[config.mk]
export PLATFORM = sky130hd
export DESIGN_NAME = cfg_cycle_router
export DESIGN_NICKNAME = d
export VERILOG_FILES = /design/src/rtl/cfgr_pkg.sv /design/src/rtl/cfgr_addr_reg.sv /design/src/rtl/cfgr_idsel.sv /design/src/rtl/cfgr_route.sv /design/src/rtl/cfg_cycle_router.sv
export SDC_FILE = /design/constraint.sdc
export NUM_CORES = 1
export LEC_CHECK = 0
export ABC_CLOCK_PERIOD_IN_PS = 2500
export CORE_MARGIN = 8
export CORE_UTILIZATION = 44
export DETAILED_ROUTE_END_ITERATION = 16
export PLACE_DENSITY = 0.8
export REMOVE_ABC_BUFFERS = 1
export SLEW_MARGIN = 20
export SYNTH_ARGS = -nofsm -noshare
export SYNTH_HDL_FRONTEND = slang
export SYNTH_SLANG_ARGS = --single-unit
export TNS_END_PERCENT = 20
[constraint.sdc]
create_clock -name clk -period 2.5 [get_ports clk]
set_input_delay 0.25 -clock clk [delete_from_list [all_inputs] [get_ports clk]]
set_output_delay 0.25 -clock clk [all_outputs]
set_load 0.05 [all_outputs]
[src/rtl/cfgr_pkg.sv]
package cfgr_pkg;
  localparam int BUS_W = 8;
  localparam int DEV_W = 5;
  localparam int FN_W  = 3;
  localparam int REG_W = 6;

  typedef enum logic [1:0] {
    TGT_INT    = 2'd0,
    TGT_SEC_T0 = 2'd1,
    TGT_SEC_T1 = 2'd2,
    TGT_UP     = 2'd3
  } tgt_e;

  typedef struct packed {
    logic             en;
    logic [BUS_W-1:0] bus;
    logic [DEV_W-1:0] dev;
    logic [FN_W-1:0]  fn;
    logic [REG_W-1:0] rn;
  } cfga_t;
endpackage

[src/rtl/cfgr_addr_reg.sv]
module cfgr_addr_reg
  import cfgr_pkg::*;
(
  input  logic        clk,
  input  logic        rst,
  input  logic        wr_en,
  input  logic [31:0] wdata,
  output cfga_t       fields,
  output logic [31:0] word
);
  localparam int LOW_W = DEV_W + FN_W + REG_W;

  cfga_t held;

  always_ff @(posedge clk) begin
    if (rst) begin
      held <= '0;
    end else if (wr_en) begin
      held.en  <= wdata[31];
      held.bus <= wdata[16 +: BUS_W];
      held.dev <= wdata[11 +: DEV_W];
      held.fn  <= wdata[8 +: FN_W];
      held.rn  <= wdata[2 +: REG_W];
    end
  end

  assign fields = held;
  assign word   = {held.en, {(31 - BUS_W - LOW_W - 2){1'b0}}, held.bus,
                   held.dev, held.fn, held.rn, 2'b00};

  a_r2_write_lands: assert property (@(posedge clk) disable iff (rst)
    wr_en |=> (word[31] == $past(wdata[31])) && (word[23:2] == $past(wdata[23:2])));
endmodule

[src/rtl/cfgr_idsel.sv]
module cfgr_idsel #(
  parameter int LINES = 16,
  parameter int DEV_W = 5
) (
  input  logic [DEV_W-1:0] dev,
  output logic [LINES-1:0] sel,
  output logic             miss
);
  for (genvar i = 0; i < LINES; i++) begin : g_line
    assign sel[i] = (dev == DEV_W'(i));
  end
  assign miss = ~|sel;
endmodule

[src/rtl/cfgr_route.sv]
module cfgr_route
  import cfgr_pkg::*;
#(
  parameter logic [31:0] INT_DEV_MASK = 32'h0000_00CF
) (
  input  cfga_t            a,
  input  logic [BUS_W-1:0] sec_bus,
  input  logic [BUS_W-1:0] sub_bus,
  output tgt_e             tgt,
  output logic             issue,
  output logic             abort,
  output logic [31:0]      addr
);
  localparam int LOW_W = DEV_W + FN_W + REG_W + 2;
  localparam int HI_W  = 32 - LOW_W;
  localparam int PAD_W = HI_W - BUS_W;

  logic            bus_zero, is_int;
  logic [HI_W-1:0] sel;
  logic            miss;

  cfgr_idsel #(.LINES(HI_W), .DEV_W(DEV_W)) u_idsel (
    .dev  (a.dev),
    .sel  (sel),
    .miss (miss)
  );

  assign bus_zero = (a.bus == '0);
  assign is_int   = bus_zero && INT_DEV_MASK[a.dev];

  always_comb begin
    if (bus_zero)
      tgt = is_int ? TGT_INT : TGT_UP;
    else if (a.bus == sec_bus)
      tgt = TGT_SEC_T0;
    else if ((a.bus > sec_bus) && (a.bus <= sub_bus))
      tgt = TGT_SEC_T1;
    else
      tgt = TGT_UP;
  end

  assign issue = !(is_int && (a.fn != '0));
  assign abort = (tgt == TGT_SEC_T0) && miss;

  always_comb begin
    if (tgt == TGT_SEC_T0)
      addr = {sel, {DEV_W{1'b0}}, a.fn, a.rn, 2'b00};
    else if (bus_zero)
      addr = {{HI_W{1'b0}}, a.dev, a.fn, a.rn, 2'b00};
    else
      addr = {{PAD_W{1'b0}}, a.bus, a.dev, a.fn, a.rn, 2'b01};
  end
endmodule

[src/rtl/cfg_cycle_router.sv]
module cfg_cycle_router
  import cfgr_pkg::*;
#(
  parameter int          IO_AW        = 16,
  parameter logic [15:0] ADDR_PORT    = 16'h0CF8,
  parameter logic [15:0] DATA_PORT    = 16'h0CFC,
  parameter logic [31:0] INT_DEV_MASK = 32'h0000_00CF
) (
  input  logic             clk,
  input  logic             rst,
  input  logic             io_req,
  input  logic             io_wr,
  input  logic [IO_AW-1:0] io_port,
  input  logic [3:0]       io_be,
  input  logic [31:0]      io_wdata,
  input  logic [7:0]       sec_bus,
  input  logic [7:0]       sub_bus,
  output logic             io_rvalid,
  output logic [31:0]      io_rdata,
  output logic             pass_valid,
  output logic             cyc_valid,
  output logic [1:0]       cyc_target,
  output logic             cyc_wr,
  output logic [3:0]       cyc_be,
  output logic [31:0]      cyc_addr,
  output logic             cyc_abort
);
  localparam int HI_LO = DEV_W + FN_W + REG_W + 2;

  cfga_t       fields;
  logic [31:0] word;
  tgt_e        r_tgt;
  logic        r_issue, r_abort;
  logic [31:0] r_addr;
  logic        in_aw, in_dw, claim_a, cfg_hit, pass_now;

  assign in_aw    = (io_port[IO_AW-1:2] == ADDR_PORT[IO_AW-1:2]);
  assign in_dw    = (io_port[IO_AW-1:2] == DATA_PORT[IO_AW-1:2]);
  assign claim_a  = io_req && in_aw && (io_be == 4'hF) && (io_port[1:0] == 2'b00);
  assign cfg_hit  = io_req && in_dw && fields.en;
  assign pass_now = io_req && !claim_a && !cfg_hit;

  cfgr_addr_reg u_areg (
    .clk    (clk),
    .rst    (rst),
    .wr_en  (claim_a && io_wr),
    .wdata  (io_wdata),
    .fields (fields),
    .word   (word)
  );

  cfgr_route #(.INT_DEV_MASK(INT_DEV_MASK)) u_route (
    .a       (fields),
    .sec_bus (sec_bus),
    .sub_bus (sub_bus),
    .tgt     (r_tgt),
    .issue   (r_issue),
    .abort   (r_abort),
    .addr    (r_addr)
  );

  always_ff @(posedge clk) begin
    if (rst) begin
      io_rvalid  <= 1'b0;
      io_rdata   <= '0;
      pass_valid <= 1'b0;
      cyc_valid  <= 1'b0;
      cyc_target <= '0;
      cyc_wr     <= 1'b0;
      cyc_be     <= '0;
      cyc_addr   <= '0;
      cyc_abort  <= 1'b0;
    end else begin
      io_rvalid  <= claim_a && !io_wr;
      if (claim_a && !io_wr) io_rdata <= word;
      pass_valid <= pass_now;
      cyc_valid  <= cfg_hit && r_issue;
      cyc_abort  <= cfg_hit && r_issue && r_abort;
      if (cfg_hit) begin
        cyc_target <= r_tgt;
        cyc_wr     <= io_wr;
        cyc_be     <= io_be;
        cyc_addr   <= r_addr;
      end
    end
  end

  a_r12_pulse_cause: assert property (@(posedge clk) disable iff (rst)
    cyc_valid |-> $past(io_req));
  a_r4_exclusive: assert property (@(posedge clk) disable iff (rst)
    !(cyc_valid && pass_valid));
  a_r9_abort_t0_only: assert property (@(posedge clk) disable iff (rst)
    cyc_abort |-> (cyc_valid && (cyc_target == TGT_SEC_T0) && (cyc_addr[31:HI_LO] == '0)));
  a_r8_single_idsel: assert property (@(posedge clk) disable iff (rst)
    (cyc_valid && (cyc_target == TGT_SEC_T0) && !cyc_abort) |->
      ($countones(cyc_addr[31:HI_LO]) == 1));
  a_r10_type1_tag: assert property (@(posedge clk) disable iff (rst)
    (cyc_valid && (cyc_target == TGT_SEC_T1)) |-> (cyc_addr[1:0] == 2'b01));
endmodule

# Word-level counts from Yosys, hierarchy flattened
# Memories as Yosys holds them, arrays and structs flattened. A register that Yosys moved wholly into a read port is not among the register bits.
# Cells that the tools add are included.
# totals
inputBits	72
reg_bits	89
word_cells	72
n_memories	1
romBits	32
# memory_table
memory	words	width	rd	rd_clocked_by_memory_dff	wr	line	rtl
(name not given)	32	1	1	1	0	cfgr_route.sv:29	assign is_int = bus_zero && INT_DEV_MASK[a.dev];
# classes
reduce_logical	25
magnitude_cmp	3
muxes	9
eq_ne	20
# op_table
cell	n
5-bit by 4-bit equality test with 1-bit output (second input constant)	8
32-bit two-way mux	1
14-bit by 10-bit equality test with 1-bit output (second input constant)	2
24-bit two-way mux	1
5-bit by 3-bit equality test with 1-bit output (second input constant)	4
16-bit OR reduction	1
1-bit logical AND	15
5-bit by 2-bit equality test with 1-bit output (second input constant)	2
5-bit two-way mux	2
8-bit equality test	1
8-bit > comparator	1
8-bit less-or-equal comparator	1
8-bit zero test	1
5-bit by 6-bit < comparator with 1-bit output (second input constant)	1
2-bit two-way mux	3
5-bit by 1-bit equality test with 1-bit output (second input constant)	1
1-bit zero test	5
5-bit zero test	1
4-bit equality test (second input constant)	1
3-bit nonzero test	1
2-bit by 1-bit equality test with 1-bit output (second input constant)	1
2-bit zero test	1
1-bit two-way mux	2

# Logic depth before layout (Yosys ltp)
# Gate-level depths: netlist of the first run.
# logic_depth
ltp_word	8
ltp_mapped	8

# Modules after synthesis
# From an unflattened synthesis of the first run, not the netlist that was laid out.
# hier_totals
hier_cells	581
area_unflattened_um2	5014.8
# by_module_without_submodules
module	cells_per_inst	instances	area_per_inst_um2
cfg_cycle_router	351	1	3062.9
cfgr_addr_reg	107	1	1079.8
cfgr_route	99	1	730.7
cfgr_idsel	24	1	141.4

# Worst setup path after synthesis of the first run
# No wires, ideal clock.
# synth_path
path_type	reg-to-reg
from	reg u_areg.held (netlist bit u_areg.fields[19])
to	reg cyc_addr[16]
period_less_slack_ns	1.979
stages_incl_launch_ff	7
arrival_time_ns	1.889
path_slack_ns	0.521
cell_sequence	dfxtp_1 > ha_1 > nand4_1 > a211o_1 > buf_6 > or4_1 > a311oi_1
# synth_between
elab_chain_len	7
word_cells_on_any_way	13
cone_classes	order compare (2); eq/ne (2); mux (6); reduce/logical (3)
# synth_rtl
element	line	rtl
start: declaration	cfgr_addr_reg.sv:13	cfga_t held;
8-bit > comparator or 8-bit less-or-equal comparator (tied branches)	cfgr_route.sv:36	else if ((a.bus > sec_bus) && (a.bus <= sub_bus))
1-bit logical AND	cfgr_route.sv:36	
1-bit two-way mux	cfgr_route.sv:36	
2-bit two-way mux	cfgr_route.sv:34	else if (a.bus == sec_bus)
2-bit two-way mux	cfgr_route.sv:32	if (bus_zero)
2-bit by 1-bit equality test with 1-bit output	cfgr_route.sv:46	if (tgt == TGT_SEC_T0)
32-bit two-way mux (*)	cfgr_route.sv:46	
end signal: assignment	cfg_cycle_router.sv:83	cyc_addr <= r_addr;
end: declaration	cfg_cycle_router.sv:25	output logic [31:0] cyc_addr,
# Mark *: on every way between the ends. The rest lies on a longest branch, timed or not.
# A chain may end at the register's enable or synchronous reset.

# Final worst setup path of the first run
# layout_path
from	reg u_areg.held (netlist bit u_areg.fields[14])
to	reg cyc_addr[27]
# layout_between
elab_chain_len	7
word_cells_on_any_way	12
cone_classes	order compare (2); eq/ne (2); mux (5); reduce/logical (3)
# layout_rtl
element	line
8-bit > comparator or 8-bit less-or-equal comparator (tied branches)	cfgr_route.sv:36
1-bit logical AND	cfgr_route.sv:36
1-bit two-way mux	cfgr_route.sv:36
2-bit two-way mux	cfgr_route.sv:34
2-bit two-way mux (*)	cfgr_route.sv:32
2-bit by 1-bit equality test with 1-bit output (*)	cfgr_route.sv:46
32-bit two-way mux (*)	cfgr_route.sv:46
# Marked as above.

==> results.yml, run 1 <==
outcome:
  status: "complete, no violations"
timing:
  fmax_ghz: 0.439
  relSlewSlack_pct: 47.7
  post-route-min-period_ns: 2.28
  skew_ns: 0.00857
  slew_violations: 0
  period_share_pct: 91.1
  finalHoldViolations: 0
  hold-worst-slack_ns: 0.456
  finalSetupViolCount: 0
  tightest_slew_ns: 0.784
  rsz0062_at_grt: "false"
synth:
  synth_top_area_cell: "dfxtp_1"
  synth-edff-count: 0
  synth_seq_area_share_pct: 45.3
  yosys-top-cells-area: "dfxtp_1, mux2i_1, nor2_1"
  ys_ff_latch: 89
  synthCells: 432
  syn_area_um2: 3940
  async_reset_ff_share_pct: 0
  syn_avg_cell_area_um2: 9.11
  synthDistinctLibCells: 42
  synth_ff_type: "dfxtp_1"
  netlist.area_leader.share_pct: 45.3
  synth_warnings: 0
cts:
  postCtsSetupRepairBufs: 0
  postCtsHoldBufs: 0
  cts_tree: "yes"
  path_clk_slew_ns: 0.09
  insertion_delay_ns: 0.35
  root_buffer: "clkbuf_8"
  clock_path_buffers: 2
  cts_buffers: 9
  cts_resized: 0
  clock-sinks: 89
  h-tree-depth: 3
power:
  total_power_mw: 2.52
  combPwrFrac_pct: 7.8
  p_seq_share_pct: 56.2
  p_sw_uw: 633
  vdd_drop_max_mv: 0.338
  internal_power_mw: 1.89
  power_frac_clock_pct: 36.0
  p_leak_nw: 2.18
  swShare_pct: 25.1
  powerDensity_nw_per_um2: 460
detailed_routing:
  wl_per_cell_um: 16.0
  drt_iter0_drc: 92
  viasPerCell: 5.15
  drc: 0
  vias: 3464
  wl_um: 10700
  ant_nets: 0
  detail_route.first_pass.iterations: 4
cells_and_area:
  n_antenna_cell: 0
  fin_nets: 647
  area_growth_pct: 39.4
  drive_gt1_share_pct: 6.91
  nFillCells: 735
  fin_util_pct: 62.9
worst_setup_path:
  crit_chain: "inv_1 > ha_1 > nand4_1 > a211o_1 > buf_4 > nor4_4 > nand4_1 > a21oi_1"
  worstSetupPathType: "flop to flop"
  r2r_end: "cyc_addr[27]$_SDFFE_PP0P_"
  required_ns: 2.78
  slowest_stage: "dfxtp_1"
  r2r_cells: 8
  cp.buffers_inverters: 2
  endpoint_kind: "flop"
  critical-path-max-stage-delay_ns: 0.43
  crit_fanout: 8
  cpMostUsedCell: "nand4_1"
  reg2reg_slack_ns: 0.22
  crit_arrival_ns: 2.56
  reg2reg_from: "u_areg.fields[14]$_SDFFE_PP0N_"
  crit_family: "simple AND/OR/NAND/NOR gates"
  critPathLaunchType: "flop"
floorplan:
  die_area_um2: 12200
  die_w_um: 111
  core_area_um2: 8720
  die_h_um: 111
  rows: 34
  start_util_pct: 45.1
  io_pins: 147
worst_hold_path:
  hold_start: "rst"
  hold_end: "u_areg.fields[21]$_SDFFE_PP0N_"
  min_path_cells: 2
  holdCritPathClass: "input pin to flop"
job:
  maxCapViolations: 0
grt:
  grt_max_degree: 44
  grt_overflow: 0
  grt_pass1_vias: 3581
  antenna_found_initial: 0
  grt_usage_pct: 17.1
  grt_first_pass_wirelength_um: 17600
placed_design:
  gp_congestion: 0.788
  io_buffers: 127
  dp_hpwl_um: 8160
[cell families after synthesis]
logic type,Yosys count,share of synthesized area [%]
simple gates,165,20.9
flops,89,45.3
compound gates,61,9.98
buf+inv,54,6.93
mux,46,11.7
fa+ha+maj,16,5.09
other cells,1,0.0953
[layer usage]
layer / track usage [%] / vias up / wire length [um]
met3: 5.74 / 17 / 724
met4: 6.40 / 0 / 185
li1: - / 1727 / -
met2: 30.0 / 103 / 5410
met1: 18.5 / 1617 / 4420
met5: 0 / - / 0
[Yosys cell counts, types with 2 or more instances]
master and count:
a32oi_1 6, nor4b_1 7, o211ai_1 2, nand4_1 6, nor2_1 73, inv_1 19, nand2_1 45, and3_1 2
ha_1 16, clkbuf_1 16, and4_1 2, buf_4 11, a211o_1 3, buf_6 3, nand2b_1 2, mux2i_1 46
dfxtp_1 89, nor4_1 5, a211oi_1 5, or3_1 5, buf_2 5, nor3_1 3, nand3_1 2, a311oi_1 5
nor2b_1 4, o21ai_0 4, a21oi_1 31
[power groups by stage]
| stage | logic [mW] | registers, mW | clock network [mW] |
|---|---|---|---|
| 2_1_floorplan | 0.0600 | 1.45 | 0 |
| 3_3_place_gp | 0.193 | 1.45 | 0 |
| 3_5_place_dp | 0.196 | 1.45 | 0 |
| 4_1_cts | 0.197 | 1.42 | 0.942 |
| 5_1_grt | 0.213 | 1.42 | 0.991 |
| 6_report | 0.197 | 1.42 | 0.909 |
[final cells by class]
cell class | count | area, um2 | share of cell area, %
Tap cell | 108 | 135 | 2.46
Multi-Input combinational cell | 298 | 1920 | 34.9
Clock inverter | 7 | 55.1 | 1.00
Inverter | 19 | 71.3 | 1.30
Clock buffer | 9 | 124 | 2.26
Timing Repair Buffer | 142 | 1400 | 25.6
Sequential cell | 89 | 1780 | 32.5
[flip-flops by register name, summed over array words and instances, names as in the netlist, named ones only]
name / cells
cyc_abort: 1
cyc_addr: 31
cyc_be: 4
cyc_target: 2
cyc_valid: 1
cyc_wr: 1
io_rdata: 23
io_rvalid: 1
pass_valid: 1
u_areg.fields: 23
[stage by stage]
| step | instances | setup TNS, ns | setup slack [ns] | instance area, um2 |
|---|---|---|---|---|
| after global placement | 656 | 0 | 0.0668 | 5310 |
| after global routing | 672 | 0 | 0.0251 | 5490 |
| after detailed placement | 656 | -0.0546 | -0.0274 | 5310 |
| final | 672 | 0 | 0.221 | 5490 |
| after floorplan | 406 | 0 | 0.275 | 3770 |
| after CTS | 672 | 0 | 0.247 | 5490 |
[worst max path at each step]
stage	slack (ns)	depth (start not counted)	endpoint	start
2_1_floorplan	0.28	5	flop	io_port[13]
3_3_place_gp	0.07	9	cyc_addr[27]$_SDFFE_PP0P_	sec_bus[5]
3_5_place_dp	-0.03	9	cyc_addr[27]$_SDFFE_PP0P_	sec_bus[3]
4_1_cts	0.25	8	cyc_addr[27]$_SDFFE_PP0P_	u_areg.fields[14]$_SDFFE_PP0N_
5_1_grt	0.03	8	cyc_addr[27]$_SDFFE_PP0P_	u_areg.fields[14]$_SDFFE_PP0N_
6_report	0.22	8	cyc_addr[27]$_SDFFE_PP0P_	u_areg.fields[14]$_SDFFE_PP0N_
[cell usage in the layout (no fill, tap or decap), drive strengths merged, types with 3 or more instances in the layout]
| master | instances |
|---|---|
| a211o | 3 |
| a211oi | 5 |
| a21oi | 31 |
| a311oi | 5 |
| a32oi | 6 |
| buf | 16 |
| clkbuf | 9 |
| clkdlybuf4s50 | 126 |
| clkinv | 4 |
| conb | 10 |
| dfxtp | 89 |
| ha | 16 |
| inv | 21 |
| mux2i | 46 |
| nand2 | 45 |
| nand4 | 8 |
| nor2 | 74 |
| nor2b | 4 |
| nor3 | 4 |
| nor4 | 6 |
| nor4b | 8 |
| o21ai | 4 |
| or3 | 5 |
No activity file was read; power rests on OpenSTA's default activity.
==> run 2, diff against run 1 <==
--- a/config.mk
+++ b/config.mk
@@ -11,7 +11,8 @@
 export DETAILED_ROUTE_END_ITERATION = 16
 export PLACE_DENSITY = 0.8
 export REMOVE_ABC_BUFFERS = 1
-export SLEW_MARGIN = 20
+export SETUP_SLACK_MARGIN = 0.3
+export SLEW_MARGIN = 5
 export SYNTH_ARGS = -nofsm -noshare
 export SYNTH_HDL_FRONTEND = slang
 export SYNTH_SLANG_ARGS = --single-unit
==> results.yml, run 2 (same netlist as run 1, synthesis figures left out) <==
worst_setup_path:
  required_ns: 2.77
  critical-path-max-stage-delay_ns: 0.46
  endpoint_kind: "flop"
  critPathLaunchType: "input pin"
  crit_family: "buffers and inverters"
  crit_arrival_ns: 2.38
  slowest_stage: "clkdlybuf4s50_1"
  worstSetupPathType: "input pin to flop"
  crit_chain: "clkdlybuf4s50_1 > inv_1 > ha_4 > nand4_1 > a211o_1 > buf_6 > or3_1 > a311oi_2"
  cp.buffers_inverters: 3
  crit_fanout: 6
floorplan:
  die_area_um2: 12200
  core_area_um2: 8720
  io_pins: 147
  die_w_um: 111
  rows: 34
  die_h_um: 111
  start_util_pct: 45.1
placed_design:
  dp_hpwl_um: 8160
  gp_congestion: 0.788
  dp_slack_ns: -0.0274
  io_buffers: 127
cts:
  h-tree-depth: 3
  insertion_delay_ns: 0.35
  path_clk_slew_ns: 0.09
  cts_tree: "yes"
  root_buffer: "clkbuf_8"
  clock-sinks: 89
  cts_buffers: 9
  clock_path_buffers: 2
cells_and_area:
  final_cell_mix: "clkdlybuf4s50_1, dfxtp_1, nor2_1, mux2i_1, nand2_1"
  fin_nets: 653
  final_common_cell: "clkdlybuf4s50_1"
  largest_register: "cyc_addr"
  fin_util_pct: 64.2
  n_antenna_cell: 0
  drive_gt1_share_pct: 9.65
  largest_reg_flops: 31
  nFillCells: 715
  area_growth_pct: 42.1
job:
  maxCapViolations: 0
detailed_routing:
  wl_um: 11000
  drc: 0
  viasPerCell: 5.16
  vias: 3496
  drt_iter0_drc: 100
  wl_per_cell_um: 16.2
  detail_route.first_pass.iterations: 6
  ant_nets: 0
timing:
  finalHoldViolations: 0
  slew_violations: 0
  skew_ns: 0.00874
  finalSetupViolCount: 0
  post-route-min-period_ns: 2.11
  fin_ws_ns: 0.386
  rsz0062_at_grt: "false"
  relSlewSlack_pct: 45.2
  period_share_pct: 84.6
  tns_ns: 0
  fmax_ghz: 0.473
  tightest_slew_ns: 0.822
power:
  p_leak_nw: 2.21
  powerDensity_nw_per_um2: 452
  vdd_drop_max_mv: 0.338
  total_power_mw: 2.53
grt:
  antenna_found_initial: 0
  grt_pass1_vias: 3583
  grt_max_degree: 44
  grt_first_pass_wirelength_um: 17600
  grt_usage_pct: 17.1
  grt_overflow: 0
worst_hold_path:
  holdCritPathClass: "flop to flop"
outcome:
  status: "complete, no violations"
run 2: cell count changes in the layout (fill, tap and decap cells not counted), moves of 3 or more:
cell     delta
buf_4       +4
ha_4        +3
dfxtp_1     -3
ha_1        -3
run 2: metrics by stage:
stage / hold slack [ns] / instances / area [um2]
2_1_floorplan: 0.319 / 406 / 3770
3_3_place_gp: 0.441 / 656 / 5310
3_5_place_dp: 0.447 / 656 / 5310
4_1_cts: 0.447 / 672 / 5490
5_1_grt: 0.482 / 678 / 5600
6_report: 0.461 / 678 / 5600
run 2: report_power, final:
group / switching, mW / total [mW] / internal (mW)
combinational: 0.0979 / 0.202 / 0.104
sequential: 0.000165 / 1.41 / 1.41
clock: 0.541 / 0.912 / 0.372
total: 0.639 / 2.53 / 1.89
run 2: layout make-up:
class | count | area [um2] | share of cell area [%]
Tap cell | 108 | 135 | 2.42
Sequential cell | 89 | 1790 | 32.0
Clock inverter | 7 | 55.1 | 0.984
Inverter | 19 | 71.3 | 1.27
Timing Repair Buffer | 148 | 1460 | 26.0
Multi-Input combinational cell | 298 | 1960 | 35.1
Clock buffer | 9 | 124 | 2.21
run 2: tightest hold or removal path, delay by kind of cell (launching register included):
| family | cells | cell delay (ns) |
|---|---|---|
| flops | 1 | 0.32 |
| simple gates | 1 | 0.05 |
| compound gates | 1 | 0.05 |
run 2: layer usage:
metal  up-vias  wire [um]  share of wire [%]  global-route usage [%]
met5         -          0                  0                       0
met1      1633       4560                 41                    18.6
met2        99       5510                 50                    30.0
met4         0        204                1.9                    6.40
met3        21        725                6.6                    5.74
li1       1743          -                  -                       -
run 2: path summary, 6_finish.rpt:
kind | start | end | slack [ns] | depth (start not counted)
hold / removal | cyc_be[1]$_SDFFE_PP0P_ | cyc_be[1]$_SDFFE_PP0P_ | 0.46 | 2
setup / recovery | sec_bus[2] | cyc_addr[17]$_SDFFE_PP0P_ | 0.39 | 8
hold reg to reg | cyc_be[1]$_SDFFE_PP0P_ | cyc_be[1]$_SDFFE_PP0P_ | 0.46 | 2
setup reg to reg | u_areg.fields[14]$_SDFFE_PP0N_ | cyc_addr[17]$_SDFFE_PP0P_ | 0.41 | 7
run 2: repair_timing:
action                                 CTS  global route
setup endpoints to repair                3            15
pin swaps                                1             5
setup buffers                            0             6
hold buffers                             0             0
endpoints found under the hold margin    0             0
resized for setup                        0            14
==> run 3, diff against run 2 <==
--- a/config.mk
+++ b/config.mk
@@ -5,7 +5,7 @@
 export SDC_FILE = /design/constraint.sdc
 export NUM_CORES = 1
 export LEC_CHECK = 0
-export ABC_CLOCK_PERIOD_IN_PS = 2500
+export ABC_CLOCK_PERIOD_IN_PS = 2090
 export CORE_MARGIN = 8
 export CORE_UTILIZATION = 44
 export DETAILED_ROUTE_END_ITERATION = 16
==> constraint.sdc (replaced) <==
create_clock -name clk -period 2.09 [get_ports clk]
set_input_delay 0.209 -clock clk [delete_from_list [all_inputs] [get_ports clk]]
set_output_delay 0.209 -clock clk [all_outputs]
set_load 0.05 [all_outputs]
==> results.yml, run 3 (same netlist as run 1, synthesis figures left out) <==
worst_setup_path:
  critical-path-max-stage-delay_ns: 0.47
  cp.buffers_inverters: 3
  crit_chain: "clkdlybuf4s50_1 > inv_2 > ha_4 > nand4_1 > a211o_4 > buf_12 > or3_4 > a311oi_2"
  crit_fanout: 5
  slowest_stage: "clkdlybuf4s50_1"
  crit_family: "compound AO/OA/AOI/OAI gates"
  worstSetupPathType: "input pin to flop"
  critPathLaunchType: "input pin"
  crit_arrival_ns: 2.35
  endpoint_kind: "flop"
  required_ns: 2.34
power:
  p_sw_uw: 702
  powerDensity_nw_per_um2: 526
  p_seq_share_pct: 54.5
  vdd_drop_max_mv: 0.384
  power_frac_clock_pct: 37.3
  p_leak_nw: 2.35
  internal_power_mw: 2.41
  combPwrFrac_pct: 8.2
  swShare_pct: 22.6
grt:
  grt_util_met3_pct: 6.76
  grt_usage_pct: 18.0
  grt_pass1_vias: 3881
  grt_first_pass_wirelength_um: 18500
  use_met1_pct: 19.1
  antenna_found_initial: 0
  grt_max_degree: 33
  busiest_layer: "met2"
  grt_overflow: 0
  grt.met2_usage_pct: 31.6
cells_and_area:
  largest_register: "cyc_addr"
  drive_gt1_share_pct: 15.9
  fin_area_um2: 5910
  final_cell_mix: "clkdlybuf4s50_1, dfxtp_1, nor2_1, mux2i_1, nand2_1"
  final_common_cell: "clkdlybuf4s50_1"
  fin_cells: 693
  area_growth_pct: 50.0
  n_antenna_cell: 0
  fin_nets: 669
  largest_reg_flops: 31
placed_design:
  gp_congestion: 0.796
  io_buffers: 127
  dp_hpwl_um: 8430
  dp_slack_ns: -0.330
  placed_cells: 671
  place_area_um2: 5450
timing:
  period_share_pct: 100
  fmax_ghz: 0.477
  tns_ns: -0.00515
  post-route-min-period_ns: 2.10
  slew_violations: 0
  fin_ws_ns: -0.00515
  relSlewSlack_pct: 63.6
  tightest_slew_ns: 0.544
  skew_ns: 0.0120
  finalSetupViolCount: 1
  finalHoldViolations: 0
  rsz0062_at_grt: "true"
detailed_routing:
  wl_um: 11500
  wl_per_cell_um: 16.5
  detail_route.first_pass.iterations: 6
  viasPerCell: 5.28
  ant_nets: 0
  drt_iter0_drc: 151
  vias: 3660
  drc: 0
floorplan:
  start_util_pct: 45.1
  rows: 34
  io_pins: 147
  die_w_um: 111
  die_h_um: 111
  core_area_um2: 8720
  die_area_um2: 12200
cts:
  cts_buffers: 9
  path_clk_slew_ns: 0.08
  cts_tree: "yes"
  insertion_delay_ns: 0.35
  clock_path_buffers: 2
  clock-sinks: 89
  root_buffer: "clkbuf_8"
  postCtsHoldBufs: 0
  h-tree-depth: 3
outcome:
  violations: "negative setup slack"
  status: "finished with violations"
worst_hold_path:
  holdCritPathClass: "input pin to flop"
job:
  maxCapViolations: 0
run 3: cell count changes in the layout (fill, tap and decap cells not counted), moves of 4 or more:
cell / delta
buf_4: +14
inv_1: -6
clkdlybuf4s50_1: -4
dfxtp_2: +5
ha_1: -5
inv_2: +6
ha_4: +5
run 3: metal layers:
metal	vias to the layer above	share of wire, %
met5	-	0
met4	0	1.9
met3	22	6.9
met2	120	51
met1	1736	40
li1	1782	-
run 3: path summary, 6_finish.rpt:
path | start | endpoint | slack [ns] | cells past startpoint
worst max-delay path | sec_bus[7] | cyc_addr[23]$_SDFFE_PP0P_ | -0.005 | 8
worst min-delay path | rst | io_rdata[23]$_SDFFE_PP0P_ | 0.20 | 2
worst max register to register | u_areg.fields[14]$_SDFFE_PP0N_ | cyc_addr[23]$_SDFFE_PP0P_ | 0.01 | 7
worst min register to register | cyc_addr[27]$_SDFFE_PP0P_ | cyc_addr[27]$_SDFFE_PP0P_ | 0.46 | 2
run 3: final cells by class:
type,count,area (um2)
clock inverter,4,53.8
inverter,19,71.3
tap,108,135
timing repair buffer,164,1620
clock buffer,11,141
multi-input combinational,298,2090
sequential,89,1790
fill,667,2820
run 3: metrics by stage:
| step | power [mW] | utilization [%] | hold WS (ns) |
|---|---|---|---|
| finish | 3.11 | 67.7 | 0.197 |
| global route | 3.22 | 67.7 | 0.185 |
| CTS | 3.14 | 66.2 | 0.182 |
| detailed placement | 1.98 | 62.4 | 0.446 |
| global placement | 1.97 | 62.4 | 0.442 |
| floorplan | 1.81 | - | 0.278 |
run 3: power by group through the flow:
| stage | Combinational, mW | Sequential, mW | Clock [mW] |
|---|---|---|---|
| 2_1_floorplan | 0.0718 | 1.74 | 0 |
| 3_3_place_gp | 0.234 | 1.74 | 0 |
| 3_5_place_dp | 0.241 | 1.74 | 0 |
| 4_1_cts | 0.245 | 1.69 | 1.20 |
| 5_1_grt | 0.269 | 1.70 | 1.26 |
| 6_report | 0.253 | 1.69 | 1.16 |
run 3: what timing repair did:
item,in CTS,in global routing
gates resized for setup,18,25
setup buffers,4,2
pin swaps,16,12
cloned,1,0
endpoints found under the setup margin,21,73
